<file path="src/rtl/wdt_trio_pkg.sv">
package wdt_trio_pkg;
  localparam int NUM_TMR = 3;
  localparam int CNT_W   = 16;
  localparam int ADDR_W  = 6;

  // register slot inside a timer group, addr[3:2]
  localparam logic [1:0] SLOT_CNT  = 2'd0;
  localparam logic [1:0] SLOT_LIM  = 2'd1;
  localparam logic [1:0] SLOT_STAT = 2'd2;
  // slots inside the shared group (addr[5:4] == 3)
  localparam logic [1:0] SLOT_MASK = 2'd0;
  localparam logic [1:0] SLOT_DEV  = 2'd1;
  localparam logic [1:0] GRP_SHARED = 2'd3;

  typedef enum logic [1:0] {
    ACT_IRQ,
    ACT_CPU_RST,
    ACT_BOARD_RST
  } act_e;

  function automatic act_e act_of(int idx);
    case (idx)
      0:       return ACT_IRQ;
      1:       return ACT_CPU_RST;
      default: return ACT_BOARD_RST;
    endcase
  endfunction

  function automatic logic [15:0] lane_swap(logic [15:0] v);
    return {v[7:0], v[15:8]};
  endfunction
endpackage

</file>
<file path="src/rtl/wdt_step_gen.sv">
module wdt_step_gen #(
  parameter int TICK_DIV = 12_500_000
) (
  input  logic clk_i,
  input  logic rst_ni,
  input  logic en_i,
  input  logic clr_i,
  output logic tick_o
);
  localparam int PW = (TICK_DIV > 1) ? $clog2(TICK_DIV) : 1;
  localparam logic [PW-1:0] LAST = PW'(TICK_DIV - 1);

  logic [PW-1:0] pre_q;

  assign tick_o = en_i && !clr_i && (pre_q == LAST);

  always_ff @(posedge clk_i or negedge rst_ni) begin
    if (!rst_ni)                    pre_q <= '0;
    else if (clr_i || !en_i)        pre_q <= '0;
    else if (pre_q == LAST)         pre_q <= '0;
    else                            pre_q <= pre_q + PW'(1);
  end

  AST_PRE_RANGE: assert property (@(posedge clk_i) disable iff (!rst_ni)
    pre_q <= LAST);
  AST_PRE_CLEAR: assert property (@(posedge clk_i) disable iff (!rst_ni)
    clr_i |=> pre_q == '0);
endmodule

</file>
<file path="src/rtl/wdt_timer.sv">
module wdt_timer
  import wdt_trio_pkg::*;
#(
  parameter int TICK_DIV = 12_500_000
) (
  input  logic             clk_i,
  input  logic             rst_ni,
  input  logic             lim_wr_i,
  input  logic [CNT_W-1:0] lim_wdata_i,
  input  logic             ping_i,
  output logic [CNT_W-1:0] cnt_o,
  output logic [CNT_W-1:0] lim_o,
  output logic             run_o,
  output logic             exp_o,
  output logic             exp_evt_o
);
  logic [CNT_W-1:0] cnt_q, lim_q;
  logic             run_q, exp_q, tick;

  wdt_step_gen #(.TICK_DIV(TICK_DIV)) u_step (
    .clk_i  (clk_i),
    .rst_ni (rst_ni),
    .en_i   (run_q),
    .clr_i  (lim_wr_i | ping_i),
    .tick_o (tick)
  );

  // a count of 0 or 1 at a step edge ends the countdown
  assign exp_evt_o = run_q && tick && !lim_wr_i && !ping_i && (cnt_q <= CNT_W'(1));

  always_ff @(posedge clk_i or negedge rst_ni) begin
    if (!rst_ni) begin
      cnt_q <= CNT_W'(1);
      lim_q <= CNT_W'(1);
      run_q <= 1'b0;
      exp_q <= 1'b0;
    end else if (lim_wr_i) begin
      cnt_q <= lim_wdata_i;
      lim_q <= lim_wdata_i;
      run_q <= 1'b1;
      exp_q <= 1'b0;
    end else if (ping_i) begin
      cnt_q <= lim_q;
    end else if (exp_evt_o) begin
      cnt_q <= '0;
      run_q <= 1'b0;
      exp_q <= 1'b1;
    end else if (run_q && tick) begin
      cnt_q <= cnt_q - CNT_W'(1);
    end
  end

  assign cnt_o = cnt_q;
  assign lim_o = lim_q;
  assign run_o = run_q;
  assign exp_o = exp_q;

  AST_START: assert property (@(posedge clk_i) disable iff (!rst_ni)
    lim_wr_i |=> run_q && !exp_q && cnt_q == $past(lim_wdata_i));
  AST_HOLD: assert property (@(posedge clk_i) disable iff (!rst_ni)
    !lim_wr_i && !ping_i && !tick |=> $stable(cnt_q));
  AST_EXP_STOPPED: assert property (@(posedge clk_i) disable iff (!rst_ni)
    !(exp_q && run_q));
  AST_EXP_STICKY: assert property (@(posedge clk_i) disable iff (!rst_ni)
    exp_q && !lim_wr_i |=> exp_q);
  AST_RELOAD: assert property (@(posedge clk_i) disable iff (!rst_ni)
    ping_i && !lim_wr_i |=> cnt_q == $past(lim_q));
endmodule

</file>
<file path="src/rtl/wdt_pulse.sv">
module wdt_pulse #(
  parameter int RST_PULSE = 16
) (
  input  logic clk_i,
  input  logic rst_ni,
  input  logic trig_i,
  output logic pulse_o
);
  localparam int PW = $clog2(RST_PULSE + 1);

  logic [PW-1:0] left_q;

  always_ff @(posedge clk_i or negedge rst_ni) begin
    if (!rst_ni)             left_q <= '0;
    else if (trig_i)         left_q <= PW'(RST_PULSE);
    else if (left_q != '0)   left_q <= left_q - PW'(1);
  end

  assign pulse_o = (left_q != '0);

  AST_PULSE_START: assert property (@(posedge clk_i) disable iff (!rst_ni)
    trig_i |=> pulse_o);
  AST_PULSE_BOUND: assert property (@(posedge clk_i) disable iff (!rst_ni)
    left_q <= PW'(RST_PULSE));
endmodule

</file>
<file path="src/rtl/wdt_trio.sv">
module wdt_trio
  import wdt_trio_pkg::*;
#(
  parameter int TICK_DIV  = 12_500_000,
  parameter int RST_PULSE = 16
) (
  input  logic              clk_i,
  input  logic              rst_ni,
  input  logic              req_i,
  input  logic              we_i,
  input  logic [ADDR_W-1:0] addr_i,
  input  logic [15:0]       wdata_i,
  output logic [15:0]       rdata_o,
  output logic              irq_o,
  output logic              cpu_rst_o,
  output logic              board_rst_o
);
  logic [1:0] grp, slot;
  logic       hit, rd, wr;

  assign grp  = addr_i[5:4];
  assign slot = addr_i[3:2];
  assign hit  = req_i && (addr_i[1:0] == 2'b00);
  assign rd   = hit && !we_i;
  assign wr   = hit && we_i;

  logic [NUM_TMR-1:0] lim_wr, ping, run, expd, evt, act;
  logic [CNT_W-1:0]   cnt [NUM_TMR];
  logic [CNT_W-1:0]   lim [NUM_TMR];
  logic [NUM_TMR-1:0] mask_q;
  logic               mask_wr;

  assign mask_wr = wr && grp == GRP_SHARED && slot == SLOT_MASK;

  for (genvar i = 0; i < NUM_TMR; i++) begin : g_tmr
    assign lim_wr[i] = wr && grp == 2'(i) && slot == SLOT_LIM;
    assign ping[i]   = rd && grp == 2'(i) && slot == SLOT_CNT;

    wdt_timer #(.TICK_DIV(TICK_DIV)) u_tmr (
      .clk_i       (clk_i),
      .rst_ni      (rst_ni),
      .lim_wr_i    (lim_wr[i]),
      .lim_wdata_i (lane_swap(wdata_i)),
      .ping_i      (ping[i]),
      .cnt_o       (cnt[i]),
      .lim_o       (lim[i]),
      .run_o       (run[i]),
      .exp_o       (expd[i]),
      .exp_evt_o   (evt[i])
    );

    if (act_of(i) == ACT_IRQ) begin : g_lvl
      assign act[i] = expd[i] & ~mask_q[i];
    end else begin : g_pls
      wdt_pulse #(.RST_PULSE(RST_PULSE)) u_pls (
        .clk_i   (clk_i),
        .rst_ni  (rst_ni),
        .trig_i  (evt[i] & ~mask_q[i]),
        .pulse_o (act[i])
      );
    end
  end

  assign irq_o       = act[0];
  assign cpu_rst_o   = act[1];
  assign board_rst_o = act[2];

  always_ff @(posedge clk_i or negedge rst_ni) begin
    if (!rst_ni)      mask_q <= '0;
    else if (mask_wr) mask_q <= wdata_i[NUM_TMR-1:0];
  end

  logic [15:0] rd_val;
  always_comb begin
    rd_val = '0;
    if (grp == GRP_SHARED) begin
      case (slot)
        SLOT_MASK: rd_val = 16'(mask_q);
        SLOT_DEV:  rd_val = 16'(expd);
        default:   rd_val = '0;
      endcase
    end else begin
      for (int k = 0; k < NUM_TMR; k++) begin
        if (grp == 2'(k)) begin
          case (slot)
            SLOT_CNT:  rd_val = lane_swap(cnt[k]);
            SLOT_LIM:  rd_val = lane_swap(lim[k]);
            SLOT_STAT: rd_val = {14'b0, expd[k], run[k]};
            default:   rd_val = '0;
          endcase
        end
      end
    end
  end

  logic [15:0] rdata_q;
  always_ff @(posedge clk_i or negedge rst_ni) begin
    if (!rst_ni)  rdata_q <= '0;
    else if (req_i && !we_i) rdata_q <= hit ? rd_val : 16'h0000;
  end
  assign rdata_o = rdata_q;

  AST_MASK_HOLD: assert property (@(posedge clk_i) disable iff (!rst_ni)
    !mask_wr |=> $stable(mask_q));
  AST_CPU_SRC: assert property (@(posedge clk_i) disable iff (!rst_ni)
    $rose(cpu_rst_o) |-> $past(evt[1] && !mask_q[1]));
  AST_BOARD_SRC: assert property (@(posedge clk_i) disable iff (!rst_ni)
    $rose(board_rst_o) |-> $past(evt[2] && !mask_q[2]));
  AST_IRQ_RISE: assert property (@(posedge clk_i) disable iff (!rst_ni)
    $rose(irq_o) |-> expd[0]);
endmodule

</file>
<file path="config.mk">
export PLATFORM = sky130hd
export DESIGN_NAME = wdt_trio
export DESIGN_NICKNAME = d
export VERILOG_FILES = /design/src/rtl/wdt_trio_pkg.sv /design/src/rtl/wdt_step_gen.sv /design/src/rtl/wdt_timer.sv /design/src/rtl/wdt_pulse.sv /design/src/rtl/wdt_trio.sv
export SDC_FILE = /design/constraint.sdc
export NUM_CORES = 1
export LEC_CHECK = 0
export ABC_CLOCK_PERIOD_IN_PS = 2100
export BUFFER_PORTS_ARGS = -buffer_cell sky130_fd_sc_hd__buf_2
export CAP_MARGIN = 20
export CORE_MARGIN = 2
export CORE_UTILIZATION = 57
export DETAILED_ROUTE_END_ITERATION = 8
export PLACE_DENSITY = 0.83
export SLEW_MARGIN = 20
export SYNTH_ARGS = -nofsm -noshare
export SYNTH_HDL_FRONTEND = slang
export SYNTH_SLANG_ARGS = --single-unit
</file>
<file path="constraint.sdc">
create_clock -name clk_i -period 2.1 [get_ports clk_i]
set_input_delay 0.315 -clock clk_i [delete_from_list [all_inputs] [get_ports clk_i]]
set_output_delay 0.315 -clock clk_i [all_outputs]
set_load 0.1 [all_outputs]
</file>
* Word level (Yosys, flattened, before mapping)
Index checks and enable logic that the tools add are counted.
** Word-level totals
- Logic and storage cells :: 167
- Bits in registers :: 203
- Output and inout bits :: 19
** Cells by class
- Add/subtract/negate cells :: 8
- Order comparisons :: 3
- Reduce and logical (&&, ||, !) cells :: 68
- Eq/ne operators :: 11
- Bitwise gates (word level) :: 9
- Mux-type cells :: 49
** Operator list (count)
- two-way mux 16 bit :: 17
- two-way mux 24 bit :: 6
- case mux 16 bit (3 select lines) :: 3
- adder 24 x 1 -> 24 bit, second input constant :: 3
- == test 24 bit, second input constant :: 3
- <= comparator 16 x 1 -> 1 bit, second input constant :: 3
- subtractor 16 x 1 -> 16 bit, second input constant :: 3
- logical AND 1 bit :: 36
- two-way mux 5 bit :: 4
- two-way mux 1 bit :: 18
- zero test 1 bit :: 13
- nonzero test 4 bit :: 3
- nonzero test 2 bit :: 5
- nonzero test 5 bit :: 2
- subtractor 5 x 1 -> 5 bit, second input constant :: 2
- == test 2 bit, second input constant :: 3
- zero test 2 bit :: 3
- inequality test 2 x 1 -> 1 bit, second input constant :: 3
- case mux 3 bit (2 select lines) :: 1
- AND reduction 2 bit :: 3
- == test 2 x 1 -> 1 bit, second input constant :: 2
- bitwise AND 1 bit :: 3
- logical OR 1 bit :: 3
- inverter 1 bit :: 3
- OR 1 bit :: 3

* Logic depth before layout (Yosys ltp)
Gate-level depths: netlist of run 1.
- Depth in word-level cells :: 16
- Gate-level depth with buffers :: 9

* Modules after synthesis
A second synthesis of run 1 with hierarchy kept.
** Second synthesis, totals
- Cell total of the unflattened synthesis :: 1167
- Area total of the unflattened synthesis :: 11375.9 µm²
** Modules (own cells, without submodules)
- wdt_timer :: cells an instance 174, instances 3, area an instance 1757.9 µm²
- wdt_step_gen :: cells an instance 134, instances 3, area an instance 1263.7 µm²
- wdt_trio :: cells an instance 193, instances 1, area an instance 1788.0 µm²
- wdt_pulse :: cells an instance 25, instances 2, area an instance 261.5 µm²

* Worst setup path after synthesis of run 1
OpenSTA, ideal clock, no wires.
- Kind :: register to output
- Start point :: register g_tmr[2].g_pls.u_pls.left_q[0]
- End point :: output port board_rst_o
- Path buffers :: 0
- Arrival time :: 1.891 ns
- Path slack :: -0.106 ns
- Required time :: 1.785 ns
- Cell stages (with the launch flop) :: 5
- Cells stage by stage :: dfrtp_1 -> inv_1 -> ha_1 -> nor4b_1 -> inv_1
** Between the ends
- Cells in the longest elaborated chain, start to end :: 1
** RTL lines
- start, declared :: RTL line wdt_pulse.sv:11 : logic [PW-1:0] left_q;
- start signal, assigned :: RTL line wdt_pulse.sv:15 : else if (trig_i) left_q <= PW'(RST_PULSE);
- start signal, assigned :: RTL line wdt_pulse.sv:16 : else if (left_q != '0) left_q <= left_q - PW'(1);
- nonzero test 5 bit :: RTL line wdt_pulse.sv:19 : assign pulse_o = (left_q != '0);
- end, declared :: RTL line wdt_trio.sv:16 : output logic board_rst_o
Every way passes these cells.

* Worst setup path in the final report of run 1
- Start point :: register g_tmr[1].u_tmr.cnt_q[3]
- End point :: register g_tmr[1].u_tmr.cnt_q[2]
** Between the ends
- Cells in the longest elaborated chain, start to end :: 5
** RTL lines
- start, declared :: RTL line wdt_timer.sv:17 : logic [CNT_W-1:0] cnt_q, lim_q;
- start signal, assigned :: RTL line wdt_timer.sv:38 : cnt_q <= lim_wdata_i;
- start signal, assigned :: RTL line wdt_timer.sv:43 : cnt_q <= lim_q;
- start signal, assigned :: RTL line wdt_timer.sv:49 : cnt_q <= cnt_q - CNT_W'(1);
- <= comparator 16 x 1 -> 1 bit (*) :: RTL line wdt_timer.sv:29 : assign exp_evt_o = run_q && tick && !lim_wr_i && !ping_i && (cnt_q <= CNT_W'(1));
- logical AND 1 bit (*) :: RTL line wdt_timer.sv:29
- two-way mux 16 bit :: RTL line wdt_timer.sv:44 : end else if (exp_evt_o) begin
- two-way mux 16 bit :: RTL line wdt_timer.sv:42 : end else if (ping_i) begin
- two-way mux 16 bit :: RTL line wdt_timer.sv:37 : end else if (lim_wr_i) begin
Every way passes the cells marked *; elsewhere a longest branch is shown, timed or not.
A chain may end at the register's enable or synchronous reset.

==> flow_summary.ini, run 1 <==
[floorplanning]
dieArea_um2 = 21800
die_w_um = 148
die_h_um = 148
core_um2 = 20200
design.portCount = 45
rows = 52
start_util = 0.580

[synthesis]
ys_async_sr_fraction = 1.00
synth-seq-cells = 203
synth_cells = 1309
syn_area_per_cell_um2 = 8.97
syn_nets = 1348
synth_area_um2 = 11700
synth_warnings = 0
ys_seq_area_frac = 0.433
synth_ff_type = dfrtp_1
ys_types = 86
synth_edf_count = 0

[drt]
drt_first_pass_iters = 6
route.vias.total = 11100
wl_met2_mm = 16.7
wl_met1_mm = 14.3
highest_layer = met4
avgRoutedWirePerCell_um = 19.8
antenna_left = 0
finalWirelength_mm = 34.8
drc_errors = 0
dr_wl_met3_mm = 2.75
avgViaCountPerCell = 6.30
first_iter_violations = 1195

[timing]
worst_slack_ns = -0.00196
fin_crit_sh = 1.00
finalSetupViolations = 1
fin_tns_setup_ns = -0.00196
final_hold_viol_count = 0
slew_headroom = 0.501
clock.fmax_mhz = 476
fin_skew_ns = 0.0110
min_period_ns = 2.10
hold_ws_ns = 0.0774
worstMarginPinSlew_ns = 0.742
drv_slew = 0
rsz0062_at_grt = yes

[layout]
final_cell_mix = 213 x nand2_1, 197 x dfrtp_1, 157 x buf_4
layout-drive-gt1-share = 0.234
fillers = 1509
nets = 1514
seq_area_um2 = 5090
stdcell_area_um2 = 14400
multiInputGateArea_um2 = 6470
layout_commonest_cell = nand2_1
diodes = 0
syn_to_final_growth_pct = 23.1

[worst_setup_path]
startpoint_type = flip-flop
max_stage_delay_ns = 0.61
critPathMaxFanout = 7
arrival_ns = 2.49
ff2ff_path_depth = 6
rr_endpoint = g_tmr[1].u_tmr.cnt_o[2]$_DFFE_PN0P_
cp.buffers_inverters = 1
crit_chain = or4_4, nor4_4, a21oi_2, buf_4, a31oi_4, o22ai_1
required_ns = 2.49
path_class = flip-flop to flip-flop
cp_top_family = simple AND/OR/NAND/NOR gates
worstReg2RegStart = g_tmr[1].u_tmr.cnt_o[3]$_DFFE_PN0P_
worst_setup_path_end_kind = flip-flop
r2r_setup_slack_ns = -0.002
crit_slowest_cell = or4_4

[place]
gp_congestion = 1.00
placed_area_um2 = 13300
numPortBuffers = 44
dp_slack_ns = -0.0351
place.detailed.hpwl_mm = 25.2

[clock_tree]
root_buffer = clkbuf_16
clk_latency_ns = 0.51
tritoncts = yes
clock_sinks = 203
cts_buffer_depth = 3
path_clk_slew_ns = 0.06
cts_buffers = 23
cts_htree_levels = 1

[run_status]
status = finished, violations left
violations = negative setup slack

[global_routing]
antenna_found_initial = 0
grt_first_pass_wirelength_mm = 56.4
grt_max_degree = 60
grtUsageTotal = 0.319
grt_pass1_vias = 10700
grt_overflow_total = 0

[run]
cap_viol_max_count = 0

[hold_path]
whs_endpoint = g_tmr[2].u_tmr.lim_o[0]$_DFFE_PN1P_
whs_path_depth = 3
min_from = wdata_i[8]
hp-class = input pin to flip-flop

[power_and_ir_drop]
peakVddDrop_uv = 630
p_total_mw = 11.1
power.density_nw_per_um2 = 771
p_leak_nw = 6.51
-- logic make-up after synthesis --
family / after synthesis / share of synthesized area
xor gates and xnor gates: 72 / 0.0537
and+or+nand+nor: 605 / 0.265
adders and majority gates: 13 / 0.0139
AOI/OAI and AO/OA: 288 / 0.175
muxes: 21 / 0.0192
DFF: 203 / 0.433
buffers and inverters: 107 / 0.0400
-- flip-flops by register name, summed over array words and instances (netlist names) --
register / cells
g_tmr.u_tmr.run_o: 3
mask_q: 3
g_tmr.u_tmr.exp_o: 3
g_tmr.g_pls.u_pls.left_q: 10
g_tmr.u_tmr.u_step.pre_q: 72
g_tmr.u_tmr.cnt_o: 48
g_tmr.u_tmr.lim_o: 48
rdata_o: 16
-- report_power, final --
group,switching [mW],internal [mW]
combinational,1.51,1.16
clock,1.59,2.39
sequential,0.284,4.20
-- synthesized netlist by cell type (11+ instances only) --
cell | count | share of area
buf_2 | 29 | 0.012
ha_1 | 13 | 0.014
a21o_1 | 13 | 0.0083
nor3_1 | 30 | 0.013
and2_1 | 17 | 0.0091
nor4_1 | 25 | 0.013
a222oi_1 | 13 | 0.011
o211ai_1 | 13 | 0.0083
o21ai_1 | 12 | 0.0051
nand3_1 | 50 | 0.021
and4_1 | 11 | 0.0082
a22oi_1 | 47 | 0.030
xnor2_1 | 40 | 0.030
nor2_1 | 135 | 0.043
a22o_1 | 23 | 0.017
nand4_1 | 30 | 0.016
inv_1 | 33 | 0.011
a21oi_1 | 58 | 0.025
mux2_2 | 11 | 0.011
nand2_1 | 215 | 0.069
dfrtp_1 | 197 | 0.42
clkbuf_1 | 36 | 0.012
and3_1 | 12 | 0.0064
xor2_1 | 32 | 0.024
o21ai_0 | 28 | 0.012
-- how the worst max path moves through the flow --
| stage | from | end | slack [ns] | cells past startpoint |
|---|---|---|---|---|
| 4_1_cts | g_tmr[2].u_tmr.cnt_o[3]$_DFFE_PN0P_ | g_tmr[2].g_pls.u_pls.left_q[1]$_DFFE_PN0P_ | -0.03 | 5 |
| 3_5_place_dp | g_tmr[1].u_tmr.cnt_o[1]$_DFFE_PN0P_ | g_tmr[1].u_tmr.cnt_o[12]$_DFFE_PN0P_ | -0.04 | 7 |
| 6_report | g_tmr[1].u_tmr.cnt_o[3]$_DFFE_PN0P_ | g_tmr[1].u_tmr.cnt_o[2]$_DFFE_PN0P_ | -0.002 | 6 |
| 5_1_grt | g_tmr[1].u_tmr.cnt_o[1]$_DFFE_PN0P_ | g_tmr[1].u_tmr.cnt_o[12]$_DFFE_PN0P_ | -0.08 | 7 |
| 3_3_place_gp | g_tmr[1].u_tmr.cnt_o[1]$_DFFE_PN0P_ | g_tmr[1].u_tmr.cnt_o[12]$_DFFE_PN0P_ | 0.02 | 7 |
| 2_1_floorplan | g_tmr[0].u_tmr.cnt_o[0]$_DFFE_PN1P_ | g_tmr[0].u_tmr.cnt_o[10]$_DFFE_PN0P_ | 0.007 | 7 |
-- layout make-up --
| type | count | share of cell area |
|---|---|---|
| Multi-Input combinational cell | 999 | 0.448 |
| Tap cell | 270 | 0.0234 |
| Clock buffer | 33 | 0.0452 |
| Inverter | 33 | 0.00858 |
| Clock inverter | 6 | 0.00580 |
| Sequential cell | 203 | 0.352 |
| Timing Repair Buffer | 215 | 0.117 |
-- stage by stage --
step,cells,util
global route,1759,0.714
detailed placement,1710,0.659
floorplan,1309,-
CTS,1750,0.698
global placement,1710,0.659
finish,1759,0.714
-- worst reg2reg max path: cells and delay by family (launching register included) --
kind,cells,cell delay (ns)
and+or+nand+nor,2,1.01
AOI/OAI and AO/OA,3,0.41
DFF,1,0.38
buffers and inverters,1,0.18
-- per-layer routing --
metal | GRT usage | vias up
met5 | 0 | -
met4 | 0.111 | 0
met3 | 0.0386 | 75
met2 | 0.527 | 496
met1 | 0.438 | 5418
li1 | - | 5086
-- what timing repair did --
action | in CTS | in global routing
buffers inserted | 0 | 9
hold buffers | 1 | 0
endpoints found under the setup margin | 13 | 43
gates resized for setup | 11 | 61
endpoints found under the hold margin | 51 | 0
pin swaps | 0 | 21
(Power assumes the default switching activity.)
==> run 2, diff against run 1 <==
--- a/config.mk
+++ b/config.mk
@@ -9,10 +9,11 @@
 export BUFFER_PORTS_ARGS = -buffer_cell sky130_fd_sc_hd__buf_2
 export CAP_MARGIN = 20
 export CORE_MARGIN = 2
-export CORE_UTILIZATION = 57
+export CORE_UTILIZATION = 40
+export CTS_BUF_LIST = sky130_fd_sc_hd__clkbuf_4 sky130_fd_sc_hd__clkbuf_8
 export DETAILED_ROUTE_END_ITERATION = 8
-export PLACE_DENSITY = 0.83
-export SLEW_MARGIN = 20
+export PLACE_DENSITY = 0.64
+export SLEW_MARGIN = 40
 export SYNTH_ARGS = -nofsm -noshare
 export SYNTH_HDL_FRONTEND = slang
 export SYNTH_SLANG_ARGS = --single-unit
==> run 2 against run 1 <==
The flow now finishes without violations. Hold slack lost 0.035 ns. Clock skew grew 0.034 ns. Final area grew 2.2%. Clock-buffer cell count grew 30. Via count grew 0.42%. Global-route usage shrank 8.5 points. Largest power group unchanged.
==> flow_summary.ini, run 2 (synthesis gave the netlist of run 1 again) <==
[timing]
fin_skew_ns = 0.0450
finalSetupViolations = 0
slew_headroom = 0.632
worst_slack_ns = 0.0481
min_period_ns = 2.05
worstMarginPinSlew_ns = 0.547
fin_crit_sh = 0.977
final_hold_viol_count = 0
drv_slew = 0
rsz0062_at_grt = yes
clock.fmax_mhz = 487

[run]
cap_viol_max_count = 0

[drt]
avgViaCountPerCell = 5.81
antenna_left = 0
drt_first_pass_iters = 6
finalWirelength_mm = 36.2
first_iter_violations = 1474
drc_errors = 0
route.vias.total = 11100
avgRoutedWirePerCell_um = 18.9

[worst_setup_path]
critPathMaxFanout = 4
cp_top_family = simple AND/OR/NAND/NOR gates
cp.buffers_inverters = 2
path_class = flip-flop to flip-flop
arrival_ns = 2.49
r2r_setup_slack_ns = 0.05
rr_endpoint = g_tmr[2].u_tmr.cnt_o[9]$_DFFE_PN0P_
worst_setup_path_end_kind = flip-flop
max_stage_delay_ns = 0.58
required_ns = 2.53
cp_num_cells = 7
ff2ff_path_depth = 7
startpoint_type = flip-flop
crit_chain = or4_4, nor4_4, buf_4, buf_6, a21boi_2, o211ai_1, nand3_1
worstReg2RegStart = g_tmr[2].u_tmr.cnt_o[5]$_DFFE_PN0P_
crit_slowest_cell = or4_4

[place]
numPortBuffers = 44
dp_slack_ns = -0.0318
place.detailed.hpwl_mm = 26.4
placed_cells = 1835
gp_congestion = 0.953

[floorplanning]
rows = 62
start_util = 0.408
die_w_um = 175
dieArea_um2 = 30700
design.portCount = 45
core_um2 = 28800
die_h_um = 175

[global_routing]
grt_overflow_total = 0
grt_max_degree = 55
grt_first_pass_wirelength_mm = 57.9
grt_pass1_vias = 10700
grtUsageTotal = 0.234
antenna_found_initial = 0

[clock_tree]
path_clk_slew_ns = 0.07
cts_buffer_depth = 3
clock_sinks = 203
clk_latency_ns = 0.57
cts_buffers = 40
tritoncts = yes
root_buffer = clkbuf_8
cts_htree_levels = 2

[run_status]
status = completed

[power_and_ir_drop]
peakVddDrop_uv = 416
p_leak_nw = 6.65
p_total_mw = 11.4
power.density_nw_per_um2 = 774

[layout]
final-instance-count-excl-fill = 1913
layout-drive-gt1-share = 0.256
diodes = 0
regMostFlops = g_tmr.u_tmr.u_step.pre_q
final_cell_mix = 213 x nand2_1, 197 x dfrtp_1, 166 x buf_4
nets = 1541
fin_util = 0.513
largest_register_ffs = 72
layout_commonest_cell = nand2_1
syn_to_final_growth_pct = 25.7

[hold_path]
whs_endpoint = g_tmr[2].u_tmr.lim_o[12]$_DFFE_PN0P_
hp-class = input pin to flip-flop
whs_path_depth = 3
min_from = wdata_i[4]
## run 2: cell count changes in the layout (fill, tap and decap cells not counted), moves of 5 or more
cell / previous run / this run
buf_4: 157 / 166
clkbuf_1: 6 / 0
clkbuf_16: 23 / 0
clkbuf_4: 0 / 12
clkbuf_8: 5 / 52
nor4_2: 3 / 8
## run 2: final cells by class
class	count	area (um^2)
multi-input cells	999	6420
flip-flops and latches	203	5090
fillers	2674	14000
inverters	33	124
clock buffers	63	792
well taps	384	480
clock inverters	6	67.6
repair buffers	225	1790
## run 2: worst max path at each step
stage	startpoint	end
after floorplan	g_tmr[0].u_tmr.cnt_o[0]$_DFFE_PN1P_	g_tmr[0].u_tmr.cnt_o[10]$_DFFE_PN0P_
after global placement	addr_i[5]	g_tmr[1].u_tmr.cnt_o[8]$_DFFE_PN0P_
after detailed placement	addr_i[1]	g_tmr[2].u_tmr.cnt_o[12]$_DFFE_PN0P_
after CTS	g_tmr[2].g_pls.u_pls.left_q[0]$_DFFE_PN0P_	board_rst_o
after global routing	g_tmr[1].u_tmr.cnt_o[0]$_DFFE_PN1P_	g_tmr[1].u_tmr.cnt_o[10]$_DFFE_PN0P_
final	g_tmr[2].u_tmr.cnt_o[5]$_DFFE_PN0P_	g_tmr[2].u_tmr.cnt_o[9]$_DFFE_PN0P_
## run 2: power by group
| group | switching (mW) | internal [mW] |
|---|---|---|
| clock network | 1.82 | 2.52 |
| registers | 0.272 | 4.20 |
| logic | 1.49 | 1.12 |
## run 2: worst reg2reg max path, stage by stage (launching register included)
cell and delay (ns):
dfrtp_1 0.38, or4_4 0.58, nor4_4 0.36, buf_4 0.20, buf_6 0.10, a21boi_2 0.04, o211ai_1 0.18, nand3_1 0.10
## run 2: timing repair
action	in CTS	in global routing
endpoints found under the hold margin	37	0
buffers inserted	1	7
resized for setup	17	46
pin swaps	0	11
hold buffers	1	0
setup endpoints to repair	9	51
## run 2: layer usage
metal  wire length, um  track usage  up-vias  share of wire
met1             15900        0.326     5421           0.44
li1                  -            -     5139              -
met5                 0            0        -              0
met2             16600        0.369      466           0.46
met4              1400       0.0976        0          0.039
met3              2250       0.0305       96          0.062
## run 2: per-stage QoR
| step | setup TNS (ns) | cell area, um^2 | hold WS [ns] |
|---|---|---|---|
| 4_1_cts | 0 | 14500 | 0.0197 |
| 3_5_place_dp | -0.144 | 13600 | 0.278 |
| 3_3_place_gp | -0.0224 | 13600 | 0.276 |
| 6_report | 0 | 14800 | 0.0427 |
| 2_1_floorplan | 0 | 11700 | 0.0194 |
| 5_1_grt | -0.0880 | 14800 | 0.0340 |
